<file path="config.mk">
export PLATFORM = sky130hd
export DESIGN_NAME = sflag_unit
export DESIGN_NICKNAME = d
export VERILOG_FILES = /design/src/rtl/sflag_pkg.sv /design/src/rtl/sflag_lane.sv /design/src/rtl/sflag_arith.sv /design/src/rtl/sflag_result.sv /design/src/rtl/sflag_ctrl.sv /design/src/rtl/sflag_unit.sv
export SDC_FILE = /design/constraint.sdc
export NUM_CORES = 1
export LEC_CHECK = 0
export ABC_AREA = 1
export BUFFER_PORTS_ARGS = -buffer_cell sky130_fd_sc_hd__buf_2
export CAP_MARGIN = 10
export CORE_MARGIN = 10
export CORE_UTILIZATION = 47
export DETAILED_ROUTE_END_ITERATION = 6
export PLACE_DENSITY = 0.79
export SLEW_MARGIN = 20
export SYNTH_ARGS = -nofsm -noshare
export SYNTH_HDL_FRONTEND = slang
export SYNTH_SLANG_ARGS = --single-unit
export TNS_END_PERCENT = 100
</file>
<file path="constraint.sdc">
create_clock -name clk -period 2.06 [get_ports clk]
set_input_delay 0.309 -clock clk [delete_from_list [all_inputs] [get_ports clk]]
set_output_delay 0.309 -clock clk [all_outputs]
set_load 0.01 [all_outputs]
</file>
<file path="src/rtl/sflag_pkg.sv">
package sflag_pkg;
    localparam int FLAG_W = 16;
    localparam int DATA_W = 16;
    localparam int BYTE_W = 8;
    localparam int NIB_W  = 4;

    localparam int CF_B = 0;
    localparam int PF_B = 2;
    localparam int AF_B = 4;
    localparam int ZF_B = 6;
    localparam int SF_B = 7;
    localparam int TF_B = 8;
    localparam int IF_B = 9;
    localparam int DF_B = 10;
    localparam int OF_B = 11;

    localparam logic [FLAG_W-1:0] DEF_MASK = 16'h0FD5;

    typedef enum logic [2:0] {
        OP_ADD   = 3'd0,
        OP_ADC   = 3'd1,
        OP_SUB   = 3'd2,
        OP_SBB   = 3'd3,
        OP_CMP   = 3'd4,
        OP_LOGIC = 3'd5,
        OP_RSV6  = 3'd6,
        OP_RSV7  = 3'd7
    } op_e;

    typedef enum logic [3:0] {
        CMD_NONE = 4'd0,
        CMD_SETC = 4'd1,
        CMD_CLRC = 4'd2,
        CMD_INVC = 4'd3,
        CMD_SETD = 4'd4,
        CMD_CLRD = 4'd5,
        CMD_SETI = 4'd6,
        CMD_CLRI = 4'd7,
        CMD_SETT = 4'd8,
        CMD_CLRT = 4'd9
    } cmd_e;
endpackage

</file>
<file path="src/rtl/sflag_lane.sv">
module sflag_lane #(
    parameter int W = 8
) (
    input  logic [W-1:0] a_i,
    input  logic [W-1:0] b_i,
    input  logic         cin_i,
    input  logic         sub_i,
    output logic         carry_o,
    output logic         ovf_o
);
    logic [W:0] ext_a;
    logic [W:0] ext_b;
    logic [W:0] ext_c;
    logic [W:0] total;

    always_comb begin
        ext_a = {1'b0, a_i};
        ext_b = {1'b0, b_i};
        ext_c = {{W{1'b0}}, cin_i};
        if (sub_i) begin
            total = ext_a - ext_b - ext_c;
            ovf_o = (a_i[W-1] != b_i[W-1]) && (total[W-1] != a_i[W-1]);
        end else begin
            total = ext_a + ext_b + ext_c;
            ovf_o = (a_i[W-1] == b_i[W-1]) && (total[W-1] != a_i[W-1]);
        end
        carry_o = total[W];
    end
endmodule

</file>
<file path="src/rtl/sflag_arith.sv">
module sflag_arith
    import sflag_pkg::*;
(
    input  logic [DATA_W-1:0] a_i,
    input  logic [DATA_W-1:0] b_i,
    input  logic [DATA_W-1:0] res_i,
    input  logic              cin_i,
    input  logic              sub_i,
    input  logic              wide_i,
    output logic              cf_o,
    output logic              af_o,
    output logic              of_o
);
    localparam int LANES = 2;

    logic [LANES-1:0] lane_cf;
    logic [LANES-1:0] lane_of;

    for (genvar g = 0; g < LANES; g++) begin : g_lane
        localparam int LW = (g == 0) ? BYTE_W : DATA_W;
        sflag_lane #(.W(LW)) i_lane (
            .a_i     (a_i[LW-1:0]),
            .b_i     (b_i[LW-1:0]),
            .cin_i   (cin_i),
            .sub_i   (sub_i),
            .carry_o (lane_cf[g]),
            .ovf_o   (lane_of[g])
        );
    end

    always_comb begin
        cf_o = wide_i ? lane_cf[1] : lane_cf[0];
        of_o = wide_i ? lane_of[1] : lane_of[0];
        // carry or borrow into bit NIB_W is recovered from the sum bit itself
        af_o = a_i[NIB_W] ^ b_i[NIB_W] ^ res_i[NIB_W];
    end
endmodule

</file>
<file path="src/rtl/sflag_result.sv">
module sflag_result
    import sflag_pkg::*;
(
    input  logic [DATA_W-1:0] res_i,
    input  logic              wide_i,
    output logic              zf_o,
    output logic              sf_o,
    output logic              pf_o
);
    always_comb begin
        if (wide_i) begin
            zf_o = (res_i == '0);
            sf_o = res_i[DATA_W-1];
        end else begin
            zf_o = (res_i[BYTE_W-1:0] == '0);
            sf_o = res_i[BYTE_W-1];
        end
        pf_o = ~(^res_i[BYTE_W-1:0]);
    end
endmodule

</file>
<file path="src/rtl/sflag_ctrl.sv">
module sflag_ctrl
    import sflag_pkg::*;
(
    input  logic       clk,
    input  logic       rst_n,
    input  logic [3:0] cmd_i,
    output logic       tf_o,
    output logic       if_o,
    output logic       df_o
);
    cmd_e cmd;
    logic tf_d, if_d, df_d;

    always_comb begin
        cmd  = cmd_e'(cmd_i);
        tf_d = tf_o;
        if_d = if_o;
        df_d = df_o;
        case (cmd)
            CMD_SETD: df_d = 1'b1;
            CMD_CLRD: df_d = 1'b0;
            CMD_SETI: if_d = 1'b1;
            CMD_CLRI: if_d = 1'b0;
            CMD_SETT: tf_d = 1'b1;
            CMD_CLRT: tf_d = 1'b0;
            default:  ;
        endcase
    end

    always_ff @(posedge clk or negedge rst_n) begin
        if (!rst_n) begin
            tf_o <= 1'b0;
            if_o <= 1'b0;
            df_o <= 1'b0;
        end else begin
            tf_o <= tf_d;
            if_o <= if_d;
            df_o <= df_d;
        end
    end

    // control flags move only on a command aimed at them
    a_r9_ctrl_stable: assert property (@(posedge clk) disable iff (!rst_n)
        (cmd_i < 4'd4 || cmd_i > 4'd9) |=> $stable({tf_o, if_o, df_o}));
endmodule

</file>
<file path="src/rtl/sflag_unit.sv">
module sflag_unit
    import sflag_pkg::*;
(
    input  logic        clk,
    input  logic        rst_n,
    input  logic        upd_i,
    input  logic [2:0]  op_i,
    input  logic        wide_i,
    input  logic [15:0] opa_i,
    input  logic [15:0] opb_i,
    input  logic [15:0] res_i,
    input  logic [3:0]  cmd_i,
    output logic [15:0] flags_o
);
    op_e  op;
    cmd_e cmd;
    logic is_sub, cin;
    logic n_cf, n_af, n_of, n_zf, n_sf, n_pf;
    logic cf_q, pf_q, af_q, zf_q, sf_q, of_q;
    logic tf_w, if_w, df_w;

    always_comb begin
        op     = op_e'(op_i);
        cmd    = cmd_e'(cmd_i);
        is_sub = (op == OP_SUB) || (op == OP_SBB) || (op == OP_CMP);
        cin    = ((op == OP_ADC) || (op == OP_SBB)) ? cf_q : 1'b0;
    end

    sflag_arith i_arith (
        .a_i    (opa_i),
        .b_i    (opb_i),
        .res_i  (res_i),
        .cin_i  (cin),
        .sub_i  (is_sub),
        .wide_i (wide_i),
        .cf_o   (n_cf),
        .af_o   (n_af),
        .of_o   (n_of)
    );

    sflag_result i_result (
        .res_i  (res_i),
        .wide_i (wide_i),
        .zf_o   (n_zf),
        .sf_o   (n_sf),
        .pf_o   (n_pf)
    );

    sflag_ctrl i_ctrl (
        .clk   (clk),
        .rst_n (rst_n),
        .cmd_i (cmd_i),
        .tf_o  (tf_w),
        .if_o  (if_w),
        .df_o  (df_w)
    );

    always_ff @(posedge clk or negedge rst_n) begin
        if (!rst_n) begin
            cf_q <= 1'b0;
            pf_q <= 1'b0;
            af_q <= 1'b0;
            zf_q <= 1'b0;
            sf_q <= 1'b0;
            of_q <= 1'b0;
        end else if (upd_i) begin
            unique case (op)
                OP_ADD, OP_ADC, OP_SUB, OP_SBB, OP_CMP: begin
                    cf_q <= n_cf;
                    af_q <= n_af;
                    of_q <= n_of;
                    pf_q <= n_pf;
                    zf_q <= n_zf;
                    sf_q <= n_sf;
                end
                OP_LOGIC: begin
                    cf_q <= 1'b0;
                    af_q <= 1'b0;
                    of_q <= 1'b0;
                    pf_q <= n_pf;
                    zf_q <= n_zf;
                    sf_q <= n_sf;
                end
                OP_RSV6, OP_RSV7: ;
            endcase
        end else begin
            case (cmd)
                CMD_SETC: cf_q <= 1'b1;
                CMD_CLRC: cf_q <= 1'b0;
                CMD_INVC: cf_q <= ~cf_q;
                default:  ;
            endcase
        end
    end

    always_comb begin
        flags_o       = '0;
        flags_o[CF_B] = cf_q;
        flags_o[PF_B] = pf_q;
        flags_o[AF_B] = af_q;
        flags_o[ZF_B] = zf_q;
        flags_o[SF_B] = sf_q;
        flags_o[TF_B] = tf_w;
        flags_o[IF_B] = if_w;
        flags_o[DF_B] = df_w;
        flags_o[OF_B] = of_q;
    end

    // undefined bits never set
    a_r11_reserved_zero: assert property (@(posedge clk) disable iff (!rst_n)
        (flags_o & ~DEF_MASK) == 16'h0000);

    // no strobe and no command keeps the word
    a_r12_hold: assert property (@(posedge clk) disable iff (!rst_n)
        (!upd_i && cmd_i == 4'd0) |=> $stable(flags_o));

    // logical update leaves carry and overflow clear
    a_r8_logic_clears: assert property (@(posedge clk) disable iff (!rst_n)
        (upd_i && op_i == 3'd5) |=> (!flags_o[CF_B] && !flags_o[OF_B]));

    // parity follows the low result byte after a valid update
    a_r4_parity_low: assert property (@(posedge clk) disable iff (!rst_n)
        (upd_i && op_i <= 3'd5) |=> (flags_o[PF_B] == ~(^$past(res_i[7:0]))));
endmodule

</file>
==> impl_metrics.env <==
export IMPL_status="complete, but fails checks"
export IMPL_violations="negative setup slack"
export IMPL_seq_area_frac_synth_pct=10.4
export IMPL_ir_drop_v=0.000201
export IMPL_path_max_fanout=2
export IMPL_core_um2=4410
export IMPL_critPathLaunchType="flip-flop"
export IMPL_final_setup_viol_count=2
export IMPL_yosysWarnings=0
export IMPL_io_pins=75
export IMPL_synthCells=338
export IMPL_arrival_ns=2.24
export IMPL_fillers=435
export IMPL_fin_skew_ns=0.0000214
export IMPL_leakage_uw=0.00166
export IMPL_syn_area_um2=2170
export IMPL_fmax_mhz=472
export IMPL_cts_sinks=9
export IMPL_dr_pass1_iters=4
export IMPL_synthToLayoutAreaGrowth_pct=26.2
export IMPL_period_share_pct=103
export IMPL_grtUsageTotal_pct=13.6
export IMPL_syn_avg_cell_area_um2=6.41
export IMPL_layout_nets=529
export IMPL_grt_pass1_vias=2266
export IMPL_drc=0
export IMPL_core_rowCount=24
export IMPL_hold_path_class="primary input to flip-flop"
export IMPL_clkLatencyLatePin_ns=0.23
export IMPL_drive_gt1_share_pct=27.9
export IMPL_ys_types=32
export IMPL_critPathKind="flip-flop to flip-flop"
export IMPL_drt_wl_total_um=5610
export IMPL_gr_total_overflow=0
export IMPL_start_util_pct=49.1
export IMPL_drv_slew=0
export IMPL_postLayoutCoreUtil_pct=61.9
export IMPL_p_int_uw=641
export IMPL_antenna_found_initial=0
export IMPL_cts_buffers=3
export IMPL_powerDensity_nw_per_um2=402
export IMPL_diodes=0
export IMPL_grt_pass1_wl_um=9000
export IMPL_finalHoldViolations=0
export IMPL_portBuffers=67
export IMPL_grt_max_degree=10
export IMPL_via_per_inst=4.83
export IMPL_ys_ff_latch=9
export IMPL_hpwl_um=4970
export IMPL_final_antenna_net_count=0
export IMPL_clock_root_buffer="clkbuf_8"
export IMPL_multi_input_area_um2=1600
export IMPL_endpoint_kind="flip-flop"
export IMPL_p_switching_uw=459
export IMPL_die_w_um=87.9
export IMPL_place_congestion=0.847
export IMPL_die_area_um2=7720
export IMPL_vias=2279
export IMPL_setup_ws_ns=-0.0601
export IMPL_die_y_um=87.9
export IMPL_clock_power_share_pct=18.4
export IMPL_finalHoldWorstSlack_ns=0.322
export IMPL_rsz0062_at_grt="yes"
export IMPL_drt_iter0_drc=89
export IMPL_drv_cap=0
export IMPL_ff_latch_area_um2=225
export IMPL_clkSlewWorstSetupHoldPaths_ns=0.05
export IMPL_seqPwrFrac_pct=20.1
export IMPL_wl_per_cell_um=11.9
export IMPL_ctsHtreeMaxLevel=1
export IMPL_power_share_combinational_pct=61.5
export IMPL_swShare_pct=41.7
export IMPL_cts_tree="done"
export IMPL_required_ns=2.18
export IMPL_clk_path_buf_depth=2
export IMPL_fin_crit_ns=2.12
path summary, 6_finish.rpt:
check                      cells after the start        startpoint  slack [ns]                      end
max                                           17  cf_q$_DFFE_PN0P_       -0.06         cf_q$_DFFE_PN0P_
min                                            2          cmd_i[0]        0.32  i_ctrl.if_o$_DFFE_PN0P_
max reg2reg                                   17  cf_q$_DFFE_PN0P_       -0.06         cf_q$_DFFE_PN0P_
min reg2reg                                    2  pf_q$_DFFE_PN0P_        0.48         pf_q$_DFFE_PN0P_
max in group asynchronous                      2             rst_n        1.41         of_q$_DFFE_PN0P_
min in group asynchronous                      2             rst_n        0.47  i_ctrl.tf_o$_DFFE_PN0P_
cells in the final DEF, fill, tap and decap left out, drive strengths merged, types with 2 or more instances in the layout:
cell and count:
inv 82, o21ai 13, a31oi 2, conb 7, fa 2, a21oi 25
clkbuf 4, or2 2, nand4 2, nand2 72, nor2 24, xor2 3
nor4 2, nor3 5, nand3 21, ha 47, buf 87, o31ai 3
dfrtp 9, xnor2 3
area by class of cell:
cell class | count | share of cell area (%)
multi-input combinational | 237 | 58.4
timing repair buffer | 88 | 18.1
inverter | 82 | 11.3
sequential | 9 | 8.24
tap | 52 | 2.38
clock buffer | 4 | 1.65
logic make-up after synthesis:
group,count (synthesis),synth area share (%)
simple gates,128,25.4
flops,9,10.4
fa+ha+maj,49,29.0
xor+xnor,6,2.43
buf+inv,98,19.8
compound gates,47,12.8
other cells,1,0.173
critical path, stage by stage (launching register included):
cell	delay, ns
dfrtp_1	0.35
nand3_2	0.14
fa_2	0.43
ha_4	0.25
nand2_4	0.07
nand2_2	0.05
nand2_2	0.06
nand2_2	0.05
nand2_2	0.07
nand2_2	0.06
nand2_2	0.08
nand2_2	0.05
nand2_2	0.07
nand3_2	0.05
nand2_1	0.06
nand2_1	0.05
nand2_1	0.07
a21oi_2	0.05
registers in the layout, summed over array words and instances, names as in the netlist:
signal / count
af_q: 1
cf_q: 1
i_ctrl.df_o: 1
i_ctrl.if_o: 1
i_ctrl.tf_o: 1
of_q: 1
pf_q: 1
sf_q: 1
zf_q: 1
synth_stat cells (all sizes together):
| cell type | instances | area share (%) |
|---|---|---|
| a21o | 1 | 0.35 |
| nor2 | 24 | 4.4 |
| a31oi | 2 | 0.58 |
| dfrtp | 9 | 10 |
| a21oi | 25 | 6.5 |
| xor2 | 3 | 1.2 |
| nand2 | 72 | 12 |
| xnor2 | 3 | 1.2 |
| ha | 47 | 27 |
| o21a | 1 | 0.35 |
| a22o | 1 | 0.40 |
| buf | 16 | 5.5 |
| o21ai | 13 | 3.2 |
| nand4 | 2 | 0.58 |
| nor4 | 2 | 0.58 |
| nand3 | 21 | 5.3 |
| fa | 2 | 1.8 |
| inv | 82 | 14 |
| or2 | 2 | 0.69 |
| a32o | 1 | 0.46 |
| conb | 1 | 0.17 |
| nor3 | 5 | 1.4 |
| o31ai | 3 | 1.0 |
power by group through the flow:
| stage | Clock [uW] | Combinational, uW | Sequential (uW) |
|---|---|---|---|
| 2_1_floorplan | 0 | 450 | 221 |
| 3_3_place_gp | 0 | 620 | 222 |
| 3_5_place_dp | 0 | 639 | 223 |
| 4_1_cts | 206 | 651 | 221 |
| 5_1_grt | 216 | 771 | 225 |
| 6_report | 203 | 677 | 221 |
through the flow:
| step | cells | cell area [um2] | setup WS [ns] | power [uW] | setup TNS, ns |
|---|---|---|---|---|---|
| 6_report | 472 | 2730 | -0.0601 | 1100 | -0.0787 |
| 5_1_grt | 472 | 2730 | -0.185 | 1210 | -0.341 |
| 4_1_cts | 472 | 2680 | 0.00308 | 1080 | 0 |
| 3_5_place_dp | 466 | 2610 | -0.213 | 862 | -0.354 |
| 3_3_place_gp | 466 | 2610 | -0.120 | 841 | -0.206 |
| 2_1_floorplan | 344 | 2190 | 0.0834 | 671 | 0 |
metal layers:
metal / track usage [%] / part of all wire, % / wire (um) / up-vias
li1: - / - / - / 1207
met1: 14.8 / 40 / 2220 / 1021
met2: 26.5 / 54 / 3030 / 43
met3: 2.32 / 5.1 / 287 / 8
met4: 3.04 / 1.2 / 65 / 0
met5: 0 / 0 / 0 / -
repair_timing:
item,4_1_cts,5_1_grt
pin swaps,1,7
hold buffers,1,0
resized for setup,2,14
setup buffers,1,0
endpoints found under the setup margin,2,2
hold endpoints to repair,9,0
Power figures use the tool's default switching activity.
